File: config.mk
export PLATFORM = sky130hd
export DESIGN_NAME = part_bw_regulator
export DESIGN_NICKNAME = d
export VERILOG_FILES = /design/src/rtl/bwr_pkg.sv /design/src/rtl/bwr_credit_bank.sv /design/src/rtl/bwr_arbiter.sv /design/src/rtl/bwr_monitor.sv /design/src/rtl/part_bw_regulator.sv
export SDC_FILE = /design/constraint.sdc
export NUM_CORES = 2
export LEC_CHECK = 0
export BUFFER_PORTS_ARGS = -buffer_cell sky130_fd_sc_hd__buf_2
export CAP_MARGIN = 5
export CORE_UTILIZATION = 63
export DETAILED_ROUTE_END_ITERATION = 7
export PLACE_DENSITY = 0.82
export SKIP_LAST_GASP = 1
export SYNTH_ARGS = -nofsm -noshare
export SYNTH_HDL_FRONTEND = slang
export SYNTH_HIERARCHICAL = 1
export SYNTH_SLANG_ARGS = --single-unit
export TNS_END_PERCENT = 10
File: constraint.sdc
create_clock -name clk -period 13.65 [get_ports clk]
set_input_delay 2.0475 -clock clk [delete_from_list [all_inputs] [get_ports clk]]
set_output_delay 2.0475 -clock clk [all_outputs]
set_load 0.05 [all_outputs]
File: src/rtl/bwr_pkg.sv
package bwr_pkg;

    localparam int NDIR = 2;

    typedef enum logic [1:0] {
        RGN_MAX  = 2'd0,
        RGN_MIN  = 2'd1,
        RGN_MON  = 2'd2,
        RGN_DFLT = 2'd3
    } cfg_region_e;

    typedef enum logic {
        DIR_RD = 1'b0,
        DIR_WR = 1'b1
    } dir_e;

endpackage

File: src/rtl/bwr_credit_bank.sv
module bwr_credit_bank #(
    parameter int NSLOT  = 8,
    parameter int SLOT_W = 3,
    parameter int CRED_W = 12,
    parameter int LEN_W  = 8,
    parameter int PERIOD = 256
) (
    input  logic              clk,
    input  logic              rst,
    input  logic              ld_max,
    input  logic              ld_min,
    input  logic [SLOT_W-1:0] ld_slot,
    input  logic [CRED_W-2:0] ld_val,
    input  logic              fire,
    input  logic [SLOT_W-1:0] fire_slot,
    input  logic [LEN_W-1:0]  fire_len,
    output logic [CRED_W-1:0] cred   [NSLOT],
    output logic [CRED_W-1:0] used   [NSLOT],
    output logic [CRED_W-2:0] refill [NSLOT],
    output logic [CRED_W-2:0] minv   [NSLOT]
);
    localparam int TMR_W = (PERIOD > 2) ? $clog2(PERIOD) : 1;

    logic [TMR_W-1:0] tmr;
    logic             tick;

    assign tick = (tmr == TMR_W'(PERIOD - 1));

    always_ff @(posedge clk) begin
        if (rst)       tmr <= '0;
        else if (tick) tmr <= '0;
        else           tmr <= tmr + 1'b1;
    end

    for (genvar e = 0; e < NSLOT; e++) begin : g_slot
        logic              take;
        logic [CRED_W:0]   sum;
        logic [CRED_W:0]   cap;
        logic [CRED_W:0]   usum;
        logic [CRED_W-1:0] cnext;
        logic [CRED_W-1:0] unext;

        always_comb begin
            take = fire && (fire_slot == SLOT_W'(e));
            sum  = {1'b0, cred[e]} - (take ? (CRED_W+1)'(fire_len) : '0);
            if (tick) sum = sum + (CRED_W+1)'(refill[e]);
            cap   = {1'b0, refill[e], 1'b0};
            cnext = (sum > cap) ? cap[CRED_W-1:0] : sum[CRED_W-1:0];
            usum  = (tick ? '0 : {1'b0, used[e]}) + (take ? (CRED_W+1)'(fire_len) : '0);
            unext = usum[CRED_W] ? '1 : usum[CRED_W-1:0];
        end

        always_ff @(posedge clk) begin
            if (rst) begin
                cred[e]   <= '0;
                used[e]   <= '0;
                refill[e] <= '0;
                minv[e]   <= '0;
            end else begin
                used[e] <= unext;
                if (ld_max && ld_slot == SLOT_W'(e)) begin
                    refill[e] <= ld_val;
                    cred[e]   <= CRED_W'(ld_val);
                end else begin
                    cred[e] <= cnext;
                end
                if (ld_min && ld_slot == SLOT_W'(e)) minv[e] <= ld_val;
            end
        end
    end

endmodule

File: src/rtl/bwr_arbiter.sv
module bwr_arbiter #(
    parameter int NSRC   = 3,
    parameter int NSLOT  = 8,
    parameter int SLOT_W = 3,
    parameter int LEN_W  = 8,
    parameter int CRED_W = 12
) (
    input  logic [NSRC-1:0]   req,
    input  logic [SLOT_W-1:0] slot [NSRC],
    input  logic [LEN_W-1:0]  len  [NSRC],
    input  logic [CRED_W-1:0] cred [NSLOT],
    input  logic [CRED_W-1:0] used [NSLOT],
    input  logic [CRED_W-2:0] minv [NSLOT],
    output logic [NSRC-1:0]   urgent,
    output logic [NSRC-1:0]   grant,
    output logic              any
);
    logic [NSRC-1:0] elig;
    logic            hit_u;
    logic            hit_e;

    always_comb begin
        for (int i = 0; i < NSRC; i++) begin
            elig[i]   = req[i] && (cred[slot[i]] >= CRED_W'(len[i]));
            urgent[i] = elig[i] && (used[slot[i]] < CRED_W'(minv[slot[i]]));
        end
        grant = '0;
        hit_u = 1'b0;
        hit_e = 1'b0;
        for (int i = 0; i < NSRC; i++) begin
            if (urgent[i] && !hit_u) begin
                grant[i] = 1'b1;
                hit_u    = 1'b1;
            end
        end
        if (!hit_u) begin
            for (int i = 0; i < NSRC; i++) begin
                if (elig[i] && !hit_e) begin
                    grant[i] = 1'b1;
                    hit_e    = 1'b1;
                end
            end
        end
        any = |elig;
    end

endmodule

File: src/rtl/bwr_monitor.sv
module bwr_monitor #(
    parameter int PID_W = 2,
    parameter int PMG_W = 2,
    parameter int LEN_W = 8,
    parameter int MON_W = 32
) (
    input  logic             clk,
    input  logic             rst,
    input  logic             prog,
    input  logic [PID_W-1:0] prog_pid,
    input  logic [PMG_W-1:0] prog_pmg,
    input  logic             prog_dir,
    input  logic             fire,
    input  logic [PID_W-1:0] pid,
    input  logic [PMG_W-1:0] pmg,
    input  logic             dir,
    input  logic [LEN_W-1:0] len,
    output logic [MON_W-1:0] count
);
    logic [PID_W-1:0] m_pid;
    logic [PMG_W-1:0] m_pmg;
    logic             m_dir;
    logic [MON_W:0]   sum;
    logic             match;

    assign match = fire && pid == m_pid && pmg == m_pmg && dir == m_dir;
    assign sum   = {1'b0, count} + (MON_W+1)'(len);

    always_ff @(posedge clk) begin
        if (rst) begin
            m_pid <= '0;
            m_pmg <= '0;
            m_dir <= 1'b0;
            count <= '0;
        end else if (prog) begin
            m_pid <= prog_pid;
            m_pmg <= prog_pmg;
            m_dir <= prog_dir;
            count <= '0;
        end else if (match) begin
            count <= sum[MON_W] ? '1 : sum[MON_W-1:0];
        end
    end

endmodule

File: src/rtl/part_bw_regulator.sv
module part_bw_regulator
    import bwr_pkg::*;
#(
    parameter int NSRC    = 3,
    parameter int PID_W   = 2,
    parameter int PMG_W   = 2,
    parameter int LEN_W   = 8,
    parameter int ADDR_W  = 32,
    parameter int CRED_W  = 12,
    parameter int PERIOD  = 256,
    parameter int NUM_MON = 2,
    parameter int MON_W   = 32,
    parameter int CFG_AW  = PID_W + 3
) (
    input  logic                    clk,
    input  logic                    rst,
    input  logic [NSRC-1:0]         src_valid,
    output logic [NSRC-1:0]         src_ready,
    input  logic [NSRC-1:0]         src_tagged,
    input  logic [NSRC*PID_W-1:0]   src_pid,
    input  logic [NSRC*PMG_W-1:0]   src_pmg,
    input  logic [NSRC-1:0]         src_write,
    input  logic [NSRC*LEN_W-1:0]   src_len,
    input  logic [NSRC*ADDR_W-1:0]  src_addr,
    output logic                    out_valid,
    input  logic                    out_ready,
    output logic [PID_W-1:0]        out_pid,
    output logic [PMG_W-1:0]        out_pmg,
    output logic                    out_write,
    output logic [LEN_W-1:0]        out_len,
    output logic [ADDR_W-1:0]       out_addr,
    input  logic                    cfg_we,
    input  logic [CFG_AW-1:0]       cfg_addr,
    input  logic [CRED_W-2:0]       cfg_wdata,
    output logic [NUM_MON*MON_W-1:0] mon_count
);
    localparam int NPART  = 1 << PID_W;
    localparam int NSLOT  = NPART * NDIR;
    localparam int SLOT_W = PID_W + 1;

    cfg_region_e       rgn;
    logic [SLOT_W-1:0] cidx;
    logic [PID_W-1:0]  dflt_pid;
    logic [PMG_W-1:0]  dflt_pmg;
    logic [NUM_MON-1:0] mon_clr;

    assign rgn  = cfg_region_e'(cfg_addr[SLOT_W +: 2]);
    assign cidx = cfg_addr[SLOT_W-1:0];

    always_ff @(posedge clk) begin
        if (rst) begin
            dflt_pid <= '0;
            dflt_pmg <= '0;
        end else if (cfg_we && rgn == RGN_DFLT) begin
            dflt_pid <= cfg_wdata[PID_W-1:0];
            dflt_pmg <= cfg_wdata[PID_W +: PMG_W];
        end
    end

    logic [PID_W-1:0]  eff_pid [NSRC];
    logic [PMG_W-1:0]  eff_pmg [NSRC];
    logic [SLOT_W-1:0] s_slot  [NSRC];
    logic [LEN_W-1:0]  s_len   [NSRC];

    for (genvar i = 0; i < NSRC; i++) begin : g_src
        assign eff_pid[i] = src_tagged[i] ? src_pid[i*PID_W +: PID_W] : dflt_pid;
        assign eff_pmg[i] = src_tagged[i] ? src_pmg[i*PMG_W +: PMG_W] : dflt_pmg;
        assign s_slot[i]  = {eff_pid[i], src_write[i]};
        assign s_len[i]   = src_len[i*LEN_W +: LEN_W];
    end

    logic [CRED_W-1:0] bank_cred   [NSLOT];
    logic [CRED_W-1:0] bank_used   [NSLOT];
    logic [CRED_W-2:0] bank_refill [NSLOT];
    logic [CRED_W-2:0] bank_minv   [NSLOT];
    logic [NSRC-1:0]   arb_urgent;
    logic [NSRC-1:0]   arb_grant;
    logic              fire;
    logic [SLOT_W-1:0] gnt_slot;

    bwr_arbiter #(
        .NSRC(NSRC), .NSLOT(NSLOT), .SLOT_W(SLOT_W), .LEN_W(LEN_W), .CRED_W(CRED_W)
    ) i_arb (
        .req(src_valid), .slot(s_slot), .len(s_len),
        .cred(bank_cred), .used(bank_used), .minv(bank_minv),
        .urgent(arb_urgent), .grant(arb_grant), .any(out_valid)
    );

    always_comb begin
        out_pid   = '0;
        out_pmg   = '0;
        out_write = 1'b0;
        out_len   = '0;
        out_addr  = '0;
        for (int i = 0; i < NSRC; i++) begin
            if (arb_grant[i]) begin
                out_pid   = eff_pid[i];
                out_pmg   = eff_pmg[i];
                out_write = src_write[i];
                out_len   = s_len[i];
                out_addr  = src_addr[i*ADDR_W +: ADDR_W];
            end
        end
    end

    assign src_ready = arb_grant & {NSRC{out_ready}};
    assign fire      = out_valid && out_ready;
    assign gnt_slot  = {out_pid, out_write};

    bwr_credit_bank #(
        .NSLOT(NSLOT), .SLOT_W(SLOT_W), .CRED_W(CRED_W), .LEN_W(LEN_W), .PERIOD(PERIOD)
    ) i_bank (
        .clk(clk), .rst(rst),
        .ld_max(cfg_we && rgn == RGN_MAX),
        .ld_min(cfg_we && rgn == RGN_MIN),
        .ld_slot(cidx), .ld_val(cfg_wdata),
        .fire(fire), .fire_slot(gnt_slot), .fire_len(out_len),
        .cred(bank_cred), .used(bank_used), .refill(bank_refill), .minv(bank_minv)
    );

    for (genvar m = 0; m < NUM_MON; m++) begin : g_mon
        assign mon_clr[m] = cfg_we && rgn == RGN_MON && cidx == SLOT_W'(m);

        bwr_monitor #(
            .PID_W(PID_W), .PMG_W(PMG_W), .LEN_W(LEN_W), .MON_W(MON_W)
        ) i_mon (
            .clk(clk), .rst(rst),
            .prog(mon_clr[m]),
            .prog_pid(cfg_wdata[PID_W-1:0]),
            .prog_pmg(cfg_wdata[PID_W +: PMG_W]),
            .prog_dir(cfg_wdata[PID_W+PMG_W]),
            .fire(fire), .pid(out_pid), .pmg(out_pmg), .dir(out_write), .len(out_len),
            .count(mon_count[m*MON_W +: MON_W])
        );
    end

endmodule

# Word-level counts from Yosys, hierarchy flattened
# Index checks and enable logic that the tools add are counted.
dict set report classes {
  add_sub_neg 27
  order_cmp 17
  eq_ne 24
  muxes 111
  bitwise_logic 4
  reduce_logical 66
}
# operator n
set op_table {}
lappend op_table {{$mux W12} 36}
lappend op_table {{$bmux W12 S3} 6}
lappend op_table {{$mux W32} 5}
lappend op_table {{$mux W11} 14}
lappend op_table {{$add A13 B11 Y13} 8}
lappend op_table {{$add A13 B13 Y13} 8}
lappend op_table {{$gt A13 B12 Y1} 8}
lappend op_table {{$mux W13} 8}
lappend op_table {{$sub A12 B13 Y13} 8}
lappend op_table {{$bmux W11 S3} 3}
lappend op_table {{$mux W8} 11}
lappend op_table {{$add A32 B8 Y33} 2}
lappend op_table {{$logic_and A1 B1 Y1} 47}
lappend op_table {{$ge A12 B8 Y1} 3}
lappend op_table {{$lt A12 B11 Y1} 3}
lappend op_table {{$eq A3 B3 Y1 const B} 8}
lappend op_table {{$mux W2} 12}
lappend op_table {{$reduce_or A2 Y1} 11}
lappend op_table {{$mux W1} 15}
lappend op_table {{$eq A3 B2 Y1 const B} 4}
lappend op_table {{$ge A4 B4 Y1 const B} 3}
lappend op_table {{$not A3 Y4} 3}
lappend op_table {{$add A8 B1 Y8 const B} 1}
lappend op_table {{$eq A2 B2 Y1} 4}
lappend op_table {{other kinds (11)} 18}
dict set report totals {
  reg_bits 454
  in_bits 161
  output_inout_bits 113
  wordCells 300
}

# Depth between registers and ports, before layout
dict set report logic_depth {
  word_depth 36
  ltp_mapped 49
  mapped_depth_nobuf 43
}

# Modules after synthesis
# Netlist, hierarchy kept.
# mod n_inst cells_each area_per_inst_um2 seq_area_each_um2
set modules_own_cells {}
lappend modules_own_cells {bwr_credit_bank 1 3666 27680.3 7527.2}
lappend modules_own_cells {bwr_arbiter 1 589 6975.4 0.0}
lappend modules_own_cells {bwr_monitor 2 255 2265.9 740.7}
lappend modules_own_cells {part_bw_regulator 1 192 1187.4 80.1}

# Worst setup path before layout
# OpenSTA, ideal clock, no wires.
dict set report synth_timing {
  kind {input-to-reg}
  start {in src_tagged[0]}
  end {reg i_bank/cred[25] (netlist bit)}
  setup_time_ns 0.079
  t_arrival_ns 12.869
  required_ns 13.571
  setup_slack_ns 0.702
  stages 42
  path_buffers 5
  path_cell_list {mux2_2 > clkbuf_1 > clkbuf_1 > buf_1 > mux4_2 > mux2_2 > ha_1 > a21o_1 > a221oi_1 > o21ai_0 > o41ai_2 > a21boi_1 > o21a_1 > buf_2 > buf_2 > a22oi_1 > o21ai_0 > nand2b_1 > (+6 left out) > nor2_1 > o2111ai_1 > nand2b_1 > xnor2_1 > ha_1 > a21o_1 > nor4b_1 > nor3_1 > a21o_1 > a31oi_1 > xnor2_1 > ha_1 > nand3_1 > or4_4 > a221oi_4 > nand2_4 > mux2_4 > a211oi_2}
}
dict set report synth_between {
  elab_cells_between_ends 56
  classes_between {2 x add/sub; 3 x order compare; 1 x eq/ne; 36 x mux; 1 x bitwise; 13 x reduce/logical}
}
# item line_no
set synth_rtl {}
lappend synth_rtl {{start, declared} part_bw_regulator.sv:19} ;# input logic [NSRC-1:0] src_tagged,
lappend synth_rtl {{$mux W2 *} part_bw_regulator.sv:66} ;# assign eff_pid[i] = src_tagged[i] ? src_pid[i*PID_W +: PID_W] : dflt_pid;
lappend synth_rtl {{$not A3 Y4 (implied by the code) *} {bwr_arbiter.sv:24, bwr_arbiter.sv:25}}
lappend synth_rtl {{$bmux W12 S3} bwr_arbiter.sv:24} ;# elig[i] = req[i] && (cred[slot[i]] >= CRED_W'(len[i]));
lappend synth_rtl {{$mux W12 (implied by the code) (2 in a row)} bwr_arbiter.sv:24}
lappend synth_rtl {{$ge A12 B8 Y1} bwr_arbiter.sv:24}
lappend synth_rtl {{$logic_and A1 B1 Y1} bwr_arbiter.sv:24}
lappend synth_rtl {{$logic_and A1 B1 Y1} bwr_arbiter.sv:25} ;# urgent[i] = elig[i] && (used[slot[i]] < CRED_W'(minv[slot[i]]));
lappend synth_rtl {{$mux W1} bwr_arbiter.sv:31} ;# if (urgent[i] && !hit_u) begin
lappend synth_rtl {{(+7 left out)} n/a}
lappend synth_rtl {{via arb_grant[1]} part_bw_regulator.sv:77} ;# logic [NSRC-1:0] arb_grant;
lappend synth_rtl {{(+2 left out)} n/a}
lappend synth_rtl {{via out_pid[1]} part_bw_regulator.sv:27} ;# output logic [PID_W-1:0] out_pid,
lappend synth_rtl {{(+1 left out)} n/a}
lappend synth_rtl {{$logic_and A1 B1 Y1 *} bwr_credit_bank.sv:44} ;# take = fire && (fire_slot == SLOT_W'(e));
lappend synth_rtl {{$mux W8 *} bwr_credit_bank.sv:45} ;# sum = {1'b0, cred[e]} - (take ? (CRED_W+1)'(fire_len) : '0);
lappend synth_rtl {{$sub A12 B13 Y13 *} bwr_credit_bank.sv:45}
lappend synth_rtl {{$add A13 B11 Y13} bwr_credit_bank.sv:46} ;# if (tick) sum = sum + (CRED_W+1)'(refill[e]);
lappend synth_rtl {{$mux W13 *} bwr_credit_bank.sv:46}
lappend synth_rtl {{$gt A13 B12 Y1} bwr_credit_bank.sv:48} ;# cnext = (sum > cap) ? cap[CRED_W-1:0] : sum[CRED_W-1:0];
lappend synth_rtl {{$mux W12 *} bwr_credit_bank.sv:48}
lappend synth_rtl {{$mux W11 *} bwr_credit_bank.sv:61} ;# if (ld_max && ld_slot == SLOT_W'(e)) begin
lappend synth_rtl {{end signal, assigned by index} bwr_credit_bank.sv:63} ;# cred[e] <= CRED_W'(ld_val);
lappend synth_rtl {{end signal, assigned by index} bwr_credit_bank.sv:65} ;# cred[e] <= cnext;
lappend synth_rtl {{end, declared} bwr_credit_bank.sv:17} ;# output logic [CRED_W-1:0] cred [NSLOT],
# Mark *: on every way through the listed nets, which the timed path passes. The rest lies on a longest branch. The select of a mux whose other input is x is not followed.
# A chain may end at the register's enable or synchronous reset.

==> results.py <==
metrics = {
    "pwr": {
        "p_per_area_nw_per_um2": 206,
        "p_sw_mw": 4.49,
        "ir_drop_mv": 0.293,
        "clockPowerShare": 0.171,
        "p_int_mw": 4.60,
        "sw_frac_of_total": 0.494,
        "p_leak_nw": 18.5,
        "combPwrFrac": 0.656,
        "p_seq_frac": 0.173,
        "power_mw": 9.09,
    },
    "route": {
        "first_pass_iters": 8,
        "ant_nets": 0,
        "dr.first_iter.drc_count": 5409,
        "drt_wl_total_um": 140000,
        "drc_errors": 12,
        "wl_per_cell_um": 23.5,
        "viasPerCell": 6.78,
        "vias": 40434,
    },
    "sta": {
        "max_freq_mhz": 81.1,
        "fin_setup_tns_ns": 0,
        "slew_headroom": 0.213,
        "period_share": 0.903,
        "slew_violations": 0,
        "layout_min_cycle_time_ns": 12.33,
        "clock_skew_ns": 0.0220,
        "tightest_slew_ns": 1.17,
        "fin_hold_ws_ns": 0.463,
        "rsz0062_at_grt": "false",
        "final-setup-viol-count": 0,
        "hold_viol": 0,
    },
    "yosys": {
        "netlist_area_um2": 40400,
        "yosysWarnings": 6,
        "syn_nets": 5534,
        "syn-instance-count": 4956,
        "syn_avg_cell_area_um2": 8.15,
    },
    "global_routing": {
        "grt_pass1_wl_um": 211000,
        "antenna_found_initial": 17,
        "grt_pass1_vias": 37442,
        "gr-total-overflow": 0,
        "grt_max_degree": 159,
        "gr-usage-all-layers": 0.420,
    },
    "layout": {
        "ff_latch_area_um2": 9090,
        "nFillCells": 5082,
        "final_core_util": 0.698,
        "mostFrequentLayoutCells": "744 x nand2_1, 474 x a21oi_1, 454 x dfxtp_1",
        "fin_area_um2": 44100,
        "final_nets": 5642,
        "final_common_cell": "nand2_1",
        "multi_input_area_um2": 29000,
        "syn_to_final_growth_pct": 9.29,
        "drive_gt1_frac": 0.147,
    },
    "cts": {
        "post_cts_buffers": 0,
        "ctsResizeCount": 0,
        "clk_latency_ns": 0.63,
        "clkTransAtPathRegs_ns": 0.06,
        "holdBufCountCts": 0,
        "cts_tree": "done",
        "root_buffer": "clkbuf_16",
        "h-tree-depth": 2,
        "cts.sink_count": 454,
        "numCtsBuffers": 54,
        "clock_path_buffers": 3,
    },
    "run_status": {
        "status": "finished with violations",
        "failed_checks": "design-rule violations",
    },
    "floorplan": {
        "start_util": 0.639,
        "pin_count": 274,
        "dieWidth_um": 255,
        "die_area_um2": 65100,
        "core_um2": 63200,
        "rows": 92,
        "fp.dieH_um": 255,
    },
    "critical_path": {
        "critical_path.startpoint_type": "primary input",
        "worstPathRequired_ns": 14.11,
        "cp-end-kind": "flip-flop",
        "critPathMostFrequentCell": "nand2_1",
        "worstSetupStartpoint": "src_tagged[2]",
        "slowest_stage": "mux2_2",
        "reg2reg_from": "dflt_pid[1]$_SDFFE_PP0P_",
        "crit_type": "primary input to flip-flop",
        "cp.arrival_ns": 12.79,
        "cpPeakStageDelay_ns": 0.86,
        "cp_max_fo": 28,
    },
    "place": {
        "dpl_cell_area_um2": 42200,
        "port_buffers": 273,
        "gp_congestion": 1.04,
        "dpl.hpwl_um": 103000,
    },
    "worst_hold_path": {
        "hold_start": "i_bank/tmr[0]$_SDFF_PP0_",
        "hold_path.class": "flip-flop to flip-flop",
    },
    "run": {
        "maxCapViolCount": 0,
    },
}
## final cells by class
type	count	share of cell area
inverters	313	0.0266
clock inverters	39	0.00993
well taps	846	0.0240
clock buffers	61	0.0326
diodes	12	0.000681
repair buffers	333	0.0430
multi-input cells	3908	0.657
flip-flops and latches	454	0.206
## critical path, delay by kind of cell
kind / cells / cell delay [ns]
compound gates: 15 / 3.30
xor+xnor: 1 / 0.19
fa+ha+maj: 4 / 1.37
buf+inv: 4 / 1.08
mux: 3 / 1.45
simple gates: 15 / 3.29
## worst paths after layout
path                           endpoint  slack (ns)  cells after the start
max reg2reg  i_bank/cred[20]$_SDFF_PP0_        2.59                     39
min            i_bank/tmr[0]$_SDFF_PP0_        0.46                      1
min reg2reg    i_bank/tmr[0]$_SDFF_PP0_        0.46                      1
max          i_bank/cred[20]$_SDFF_PP0_        1.32                     42
## through the flow
step	setup slack, ns	instances
after floorplan	0.702	4956
after global placement	1.28	5854
after detailed placement	1.10	5854
after CTS	1.66	5954
after global routing	0.851	5962
final	1.32	5966
## metal layers
layer | wire [µm] | up-vias | track usage
met5 | 88 | - | 0
met4 | 9180 | 12 | 0.267
met3 | 18300 | 541 | 0.111
met2 | 60800 | 2598 | 0.646
met1 | 52100 | 19022 | 0.523
li1 | - | 18261 | -
## power groups by stage
stage                     registers, mW  clock network [mW]  logic, mW
after floorplan                    1.57                   0       4.52
after global placement             1.59                   0       5.67
after detailed placement           1.59                   0       5.76
after CTS                          1.56                1.56       5.81
after global routing               1.58                1.61       6.50
final                              1.57                1.55       5.97
## sequential cells by signal, indices dropped and copies added (netlist names)
| name | cells |
|---|---|
| i_bank/cred | 96 |
| i_bank/used | 96 |
| i_bank/minv | 88 |
| i_bank/refill | 88 |
| g_mon.i_mon/count | 64 |
| i_bank/tmr | 8 |
| g_mon.i_mon/m_pid | 4 |
| g_mon.i_mon/m_pmg | 4 |
| dflt_pid | 2 |
| dflt_pmg | 2 |
| g_mon.i_mon/m_dir | 2 |
Note: power is estimated with default switching activity, not from simulation.
